<file path="src/rtl/freq_wdog_pkg.sv">
package freq_wdog_pkg;
  localparam int ADDR_W = 2;
  localparam int DATA_W = 8;

  localparam logic [ADDR_W-1:0] ADDR_SEL = 2'd0;
  localparam logic [ADDR_W-1:0] ADDR_CTL = 2'd1;

  // control/status bit positions at ADDR_CTL
  localparam int CTL_EN   = 0;
  localparam int CTL_RTO  = 1;
  localparam int CTL_RFC  = 2;
  localparam int CTL_STAT = 3;
  localparam int CTL_LOCK = 4;

  typedef struct packed {
    logic rst_fc_en;
    logic rst_to_en;
    logic wd_en;
  } ctl_t;
endpackage

</file>
<file path="src/rtl/wdog_regs.sv">
module wdog_regs
  import freq_wdog_pkg::*;
#(
  parameter int          SEL_W        = 4,
  parameter int unsigned RECOVERY_SEL = 3
) (
  input  logic              clk_i,
  input  logic              rst_ni,
  input  logic              we_i,
  input  logic [ADDR_W-1:0] addr_i,
  input  logic [DATA_W-1:0] wdata_i,
  input  logic              expire_i,
  output logic [SEL_W-1:0]  sel_o,
  output ctl_t              ctl_o,
  output logic              status_o,
  output logic              locked_o,
  output logic              fc_evt_o,
  output logic [DATA_W-1:0] rdata_o
);
  localparam logic [SEL_W-1:0] REC = SEL_W'(RECOVERY_SEL);

  logic wr_sel, wr_ctl;
  logic unused_wdata;

  assign wr_sel       = we_i && (addr_i == ADDR_SEL);
  assign wr_ctl       = we_i && (addr_i == ADDR_CTL);
  assign unused_wdata = ^wdata_i;
  // only a real value change counts as a frequency change
  assign fc_evt_o     = wr_sel && !locked_o && (wdata_i[SEL_W-1:0] != sel_o);

  always_ff @(posedge clk_i or negedge rst_ni) begin
    if (!rst_ni) begin
      sel_o    <= '0;
      ctl_o    <= '0;
      status_o <= 1'b0;
      locked_o <= 1'b0;
    end else begin
      if (expire_i)      sel_o <= REC;
      else if (fc_evt_o) sel_o <= wdata_i[SEL_W-1:0];

      if (wr_ctl) begin
        ctl_o.wd_en     <= wdata_i[CTL_EN];
        ctl_o.rst_to_en <= wdata_i[CTL_RTO];
        ctl_o.rst_fc_en <= wdata_i[CTL_RFC];
      end

      if (expire_i)                          status_o <= 1'b1;
      else if (wr_ctl && wdata_i[CTL_STAT]) status_o <= 1'b0;

      if (expire_i)          locked_o <= 1'b1;
      else if (!ctl_o.wd_en) locked_o <= 1'b0;
    end
  end

  always_comb begin
    rdata_o = '0;
    unique case (addr_i)
      ADDR_SEL: rdata_o[SEL_W-1:0] = sel_o;
      ADDR_CTL: begin
        rdata_o[CTL_EN]   = ctl_o.wd_en;
        rdata_o[CTL_RTO]  = ctl_o.rst_to_en;
        rdata_o[CTL_RFC]  = ctl_o.rst_fc_en;
        rdata_o[CTL_STAT] = status_o;
        rdata_o[CTL_LOCK] = locked_o;
      end
      default: rdata_o = '0;
    endcase
  end
endmodule

</file>
<file path="src/rtl/wdog_timer.sv">
module wdog_timer #(
  parameter int unsigned RELOAD = 1000
) (
  input  logic clk_i,
  input  logic rst_ni,
  input  logic en_i,
  input  logic restart_i,
  output logic expire_o
);
  localparam int          CW   = $clog2(RELOAD + 1);
  localparam logic [CW-1:0] LOAD = CW'(RELOAD);

  logic [CW-1:0] cnt_q;
  logic          run_q;

  assign expire_o = en_i && run_q && (cnt_q == '0);

  always_ff @(posedge clk_i or negedge rst_ni) begin
    if (!rst_ni) begin
      cnt_q <= LOAD;
      run_q <= 1'b0;
    end else if (!en_i) begin
      cnt_q <= LOAD;
      run_q <= 1'b0;
    end else if (restart_i) begin
      cnt_q <= LOAD;
      run_q <= 1'b1;
    end else if (run_q) begin
      if (cnt_q == '0) run_q <= 1'b0;
      else             cnt_q <= cnt_q - 1'b1;
    end
  end
endmodule

</file>
<file path="src/rtl/rst_pulse_gen.sv">
module rst_pulse_gen #(
  parameter int unsigned LEN = 4
) (
  input  logic clk_i,
  input  logic rst_ni,
  input  logic trig_i,
  output logic pulse_o
);
  localparam int          PW    = $clog2(LEN + 1);
  localparam logic [PW-1:0] PLOAD = PW'(LEN);

  logic [PW-1:0] cnt_q;

  always_ff @(posedge clk_i or negedge rst_ni) begin
    if (!rst_ni)            cnt_q <= '0;
    else if (trig_i)        cnt_q <= PLOAD;
    else if (cnt_q != '0)   cnt_q <= cnt_q - 1'b1;
  end

  assign pulse_o = (cnt_q != '0);
endmodule

</file>
<file path="src/rtl/freq_wdog_top.sv">
module freq_wdog_top
  import freq_wdog_pkg::*;
#(
  parameter int          SEL_W        = 4,
  parameter int unsigned WD_RELOAD    = 1000,
  parameter int unsigned RST_LEN      = 4,
  parameter int unsigned RECOVERY_SEL = 3
) (
  input  logic              clk_i,
  input  logic              rst_ni,
  input  logic              we_i,
  input  logic [ADDR_W-1:0] addr_i,
  input  logic [DATA_W-1:0] wdata_i,
  output logic [DATA_W-1:0] rdata_o,
  output logic [SEL_W-1:0]  freq_sel_o,
  output logic              sys_rst_o
);
  ctl_t ctl;
  logic status, locked, fc_evt, expire, rst_trig;

  wdog_regs #(
    .SEL_W       (SEL_W),
    .RECOVERY_SEL(RECOVERY_SEL)
  ) u_regs (
    .clk_i   (clk_i),
    .rst_ni  (rst_ni),
    .we_i    (we_i),
    .addr_i  (addr_i),
    .wdata_i (wdata_i),
    .expire_i(expire),
    .sel_o   (freq_sel_o),
    .ctl_o   (ctl),
    .status_o(status),
    .locked_o(locked),
    .fc_evt_o(fc_evt),
    .rdata_o (rdata_o)
  );

  wdog_timer #(
    .RELOAD(WD_RELOAD)
  ) u_timer (
    .clk_i    (clk_i),
    .rst_ni   (rst_ni),
    .en_i     (ctl.wd_en),
    .restart_i(fc_evt),
    .expire_o (expire)
  );

  assign rst_trig = (expire && ctl.rst_to_en) || (fc_evt && ctl.rst_fc_en);

  rst_pulse_gen #(
    .LEN(RST_LEN)
  ) u_pulse (
    .clk_i  (clk_i),
    .rst_ni (rst_ni),
    .trig_i (rst_trig),
    .pulse_o(sys_rst_o)
  );
endmodule

</file>
<file path="config.mk">
export PLATFORM = sky130hd
export DESIGN_NAME = freq_wdog_top
export DESIGN_NICKNAME = d
export VERILOG_FILES = /design/src/rtl/freq_wdog_pkg.sv /design/src/rtl/wdog_regs.sv /design/src/rtl/wdog_timer.sv /design/src/rtl/rst_pulse_gen.sv /design/src/rtl/freq_wdog_top.sv
export SDC_FILE = /design/constraint.sdc
export NUM_CORES = 1
export LEC_CHECK = 0
export BUFFER_PORTS_ARGS = -buffer_cell sky130_fd_sc_hd__clkbuf_2
export CAP_MARGIN = 15
export CORE_UTILIZATION = 55
export DETAILED_ROUTE_END_ITERATION = 7
export GPL_TIMING_DRIVEN = 1
export PLACE_DENSITY = 0.88
export SLEW_MARGIN = 20
export SYNTH_ARGS = -nofsm -noshare
export SYNTH_HDL_FRONTEND = slang
export SYNTH_SLANG_ARGS = --single-unit
</file>
<file path="constraint.sdc">
create_clock -name clk_i -period 3.5 [get_ports clk_i]
set_clock_uncertainty 0.2 [all_clocks]
set_input_delay 0.7 -clock clk_i [delete_from_list [all_inputs] [get_ports clk_i]]
set_output_delay 0.7 -clock clk_i [all_outputs]
set_load 0.05 [all_outputs]
</file>
# == Word level (Yosys, flattened, before mapping) ==
# Cells that the tools add are included.
# totals
regBits,23
in_bits,13
output_inout_bits,13
wordCells,52
# classes
n_addsub,2
eq_ne,5
muxes,18
reduce_logical,18
# ops
op,n
$mux 10,4
$logic_not 10->1,1
$sub 10x1->10 const B,1
$logic_and 1x1->1,9
$mux 1,9
$mux 4,2
$pmux 4 s2,1
$mux 3,2
$reduce_bool 2->1,3
$ne 4x4->1,1
$ne 3x2->1 const B,1
$ne 3x3->1 const B,1
$reduce_bool 3->1,1
$sub 3x1->3 const B,1
$eq 2x1->1 const B,1
$logic_not 2->1,1
$ne 2x2->1 const B,1
$reduce_and 2->1,1
$logic_not 1->1,1
$logic_or 1x1->1,1

# == Logic depth before layout (Yosys ltp) ==
# logic_depth
depth_word,7
depth_mapped,6
mapped_depth_nobuf,6

# == Modules after synthesis ==
# A second synthesis with hierarchy kept.
# unflattened
cells_unflattened,123
area_unflattened_um2,1345.0
# modules_own_cells
module,instances,cells_per_inst,area_each_um2,seq_area_each_um2
wdog_timer,1,61,638.1,282.8
wdog_regs,1,45,520.5,225.2
rst_pulse_gen,1,16,177.7,75.1
freq_wdog_top,1,1,8.8,0.0

# == Worst setup path before layout ==
# No wires, ideal clock.
# synth_path
path_type,input-to-output
start,in addr_i[0]
end,out rdata_o[2]
t_arrival_ns,1.657
t_required_ns,2.600
setup_slack_ns,0.943
cell_stages,3
n_path_buf,1
cell_sequence,buf_2 > mux2i_1 > nor2_1
# synth_via
elab_chain_len,2
elab_cells_between_ends,3
classes_between,eq/ne (1); mux (1); reduce/logical (1)
# synth_rtl
item,line_no,rtl
"start, declared",freq_wdog_top.sv:12,"input logic [ADDR_W-1:0] addr_i,"
$eq 2x1->1 or $logic_not 2->1 (tied branches),wdog_regs.sv:57,unique case (addr_i)
$pmux 4 s2 *,wdog_regs.sv:57,
"end, declared",freq_wdog_top.sv:14,"output logic [DATA_W-1:0] rdata_o,"
# Mark *: on every way between the ends. The rest lies on a longest branch, timed or not.

# == Worst setup path after layout ==
# layout_path
start,reg u_pulse.cnt_q[1]
end,out sys_rst_o
# layout_via
elab_chain_len,1
# layout_rtl
item,line_no,rtl
"start, declared",rst_pulse_gen.sv:12,logic [PW-1:0] cnt_q;
"start signal, assigned",rst_pulse_gen.sv:17,else if (cnt_q != '0) cnt_q <= cnt_q - 1'b1;
$reduce_bool 3->1,rst_pulse_gen.sv:20,assign pulse_o = (cnt_q != '0);
"end, declared",freq_wdog_top.sv:16,output logic sys_rst_o
# No other way between the ends.

==> metrics.yaml <==
synth_area_um2: 1330
drive_gt1_share_pct: 27.3
totalWireLength_mm: 2.63
drcViolationCount: 0
htreeDepth: 1
endpoint_kind: "output pin"
clockBufferDepth: 2
period_minus_slack_ns: 2.49
power.density_nw_per_um2: 514
drtIter0Drc: 25
p_leak_nw: 0.642
cts.clk_slew.worst_paths_ns: 0.12
drt-vias-per-instance: 5.70
pwr-share-comb_pct: 37.2
synth_edf_count: 0
p_int_w: 0.000450
grt_max_degree: 24
p_seq_share_pct: 46.5
clk_latency_ns: 0.31
path_common_cell: "inv_1"
setup_tns_ns: 0
arrival_ns: 1.59
drtAntennaViolNets: 0
finalHoldViolCount: 0
fin_util_pct: 64.9
rows: 17
stdcell_count: 178
whs_ns: 0.143
hpwl_mm: 1.98
area_growth_pct: 9.44
numCtsBuffers: 3
cpPeakStageDelay_ns: 0.41
netlist_instances: 132
drv_slew: 0
dominantRegCellSynth: "dfrtp_1"
num_vias: 1015
cp.required_ns: 2.60
synth_top_cell_area_share_pct: 32.1
hold_buffers: 0
rsz0062_at_grt: "false"
ys_types: 40
worst_ir_drop_vdd_mv: 0.339
ys_seq_area_share_pct: 44.0
boundaryPins: 26
critPathKind: "flop to output pin"
crit_fanout: 4
synthArstFlopShare_pct: 100
cap_violations: 0
cp_num_buf_inv: 3
dp.cells: 174
crit_chain: "inv_1 -> ha_1 -> nor2b_1 -> inv_1 -> clkbuf_2"
status: "finished clean"
cts_root_buffer: "clkbuf_4"
tightest_slew_ns: 0.784
power_frac_clock_pct: 16.3
grt_pass1_wl_mm: 4.42
synth.area.top_cells: "dfrtp_1, dfstp_2, mux2i_1"
cts-resized-gates: 0
path_depth: 5
crit_family: "flip-flops"
antenna_found_initial: 0
setup_viol_count_final: 0
start_util_pct: 59.3
gp_congestion: 0.837
cts_tree: "done"
diodes: 0
max_slew_margin_pct: 47.0
postSynthAreaPerCell_um2: 10.0
num-nets-final: 168
die_y_um: 51.1
post_cts_buffers: 0
yosysTopAreaCell: "dfrtp_1"
crit_path_start_kind: "flop"
grt_overflow: 0
switching_share_pct: 39.7
clock_sinks: 23
core-area_um2: 2230
die_area_um2: 2610
cp_slowest_cell: "dfrtp_1"
fin_crit_sh_pct: 71.2
firstDrtPassIters: 4
die_w_um: 51.1
reg2regPathDepth: 5
fmax_mhz: 401
ys_seq_elements: 23
track_usage_pct: 23.4
p_switching_w: 0.000296
grt_pass1_vias: 1007
yosysWarningCount: 0
hp-class: "primary input to async pin"
portBuffers: 18
wl_per_cell_um: 14.8
## worst register-to-register path, cell delays in order (launching register included)
cell and delay (ns):
dfrtp_1 0.40, inv_1 0.12, ha_1 0.18, or4bb_2 0.67, a2111oi_0 0.44, nand3b_1 0.19
## state kept, by name, indices dropped and copies added, names as in the netlist
name,cells
u_timer.cnt_q,10
u_regs.sel_o,4
u_pulse.cnt_q,3
u_regs.ctl_o,3
u_regs.locked_o,1
u_regs.status_o,1
u_timer.run_q,1
## cell usage in the layout, fill, tap and decap left out, types with 2 or more instances in the layout
cell type  synthesis  final
o21ai_0            6      6
dfstp_2            6      6
xnor2_1            4      4
inv_1              9      9
mux2i_1            9      9
clkbuf_2           0     18
conb_1             1      3
a21oi_1            2      2
nand3b_1           2      2
nor2_1            12     12
or2_2              3      3
mux2_2             3      3
xor2_1             4      4
nor4_1             2      2
or3_1              4      4
a211oi_1           2      2
nand2_1           12     12
ha_1               4      4
dfrtp_1           17     17
and3_1             2      2
clkbuf_4           0      3
nand3_1            5      5
## layer usage
layer | GRT usage [%] | routed length, um
met1 | 27.6 | 1090
met2 | 42.5 | 1430
met3 | 3.57 | 64
met4 | 8.33 | 44
met5 | 0 | 0
## cells in the mapped netlist, drive strengths merged (2+ instances only)
cell	instances
ha	4
nor2	12
nand3	5
o21ai	6
dfrtp	17
xnor2	4
nor4	2
or3	4
nand2	12
inv	9
buf	4
and3	3
nand3b	2
xor2	4
clkbuf	2
or3b	2
dfstp	6
or2	3
mux2	3
a21oi	2
mux2i	9
a211oi	2
## kinds of logic after synthesis
| group | count (synthesis) | synth area share, % |
|---|---|---|
| and+or+nand+nor | 53 | 23.2 |
| DFF | 23 | 44.0 |
| AOI/OAI and AO/OA | 16 | 8.88 |
| buffers and inverters | 15 | 5.19 |
| muxes | 12 | 9.35 |
| xor gates and xnor gates | 8 | 5.29 |
| adders and majority gates | 4 | 3.78 |
| other | 1 | 0.283 |
## per-stage QoR
| step | worst slack [ns] | power (W) | area, um^2 |
|---|---|---|---|
| 2_1_floorplan | 0.943 | 0.000564 | 1330 |
| 3_3_place_gp | 1.09 | 0.000611 | 1420 |
| 3_5_place_dp | 0.967 | 0.000630 | 1420 |
| 4_1_cts | 1.01 | 0.000752 | 1450 |
| 5_1_grt | 0.928 | 0.000790 | 1450 |
| 6_report | 1.01 | 0.000746 | 1450 |
## power by group through the flow
stage	Combinational [W]	Clock [W]	Sequential, W
2_1_floorplan	0.000194	0	0.000370
3_3_place_gp	0.000264	0	0.000347
3_5_place_dp	0.000278	0	0.000352
4_1_cts	0.000281	0.000125	0.000346
5_1_grt	0.000306	0.000133	0.000352
6_report	0.000277	0.000122	0.000347
## final timing paths
path | endpoint | slack [ns] | from
worst max-delay path | sys_rst_o | 1.01 | u_pulse.cnt_q[1]
worst min-delay path | u_regs.ctl_o[2] | 0.14 | rst_ni
worst max register to register | u_timer.cnt_q[8] | 1.25 | u_timer.cnt_q[0]
worst min register to register | u_timer.cnt_q[3] | 0.33 | u_timer.cnt_q[3]
max in group asynchronous | u_timer.cnt_q[9] | 2.59 | rst_ni
min in group clk_i | u_timer.cnt_q[3] | 0.33 | u_timer.cnt_q[3]
## layout make-up
| class | instances | area [um^2] |
|---|---|---|
| Multi-Input combinational cell | 96 | 681 |
| Fill cell | 196 | 783 |
| Timing Repair Buffer | 18 | 90.1 |
| Sequential cell | 23 | 583 |
| Clock buffer | 3 | 22.5 |
| Inverter | 9 | 33.8 |
| Clock inverter | 1 | 5.00 |
| Tap cell | 28 | 35.0 |
(Power assumes the default switching activity.)
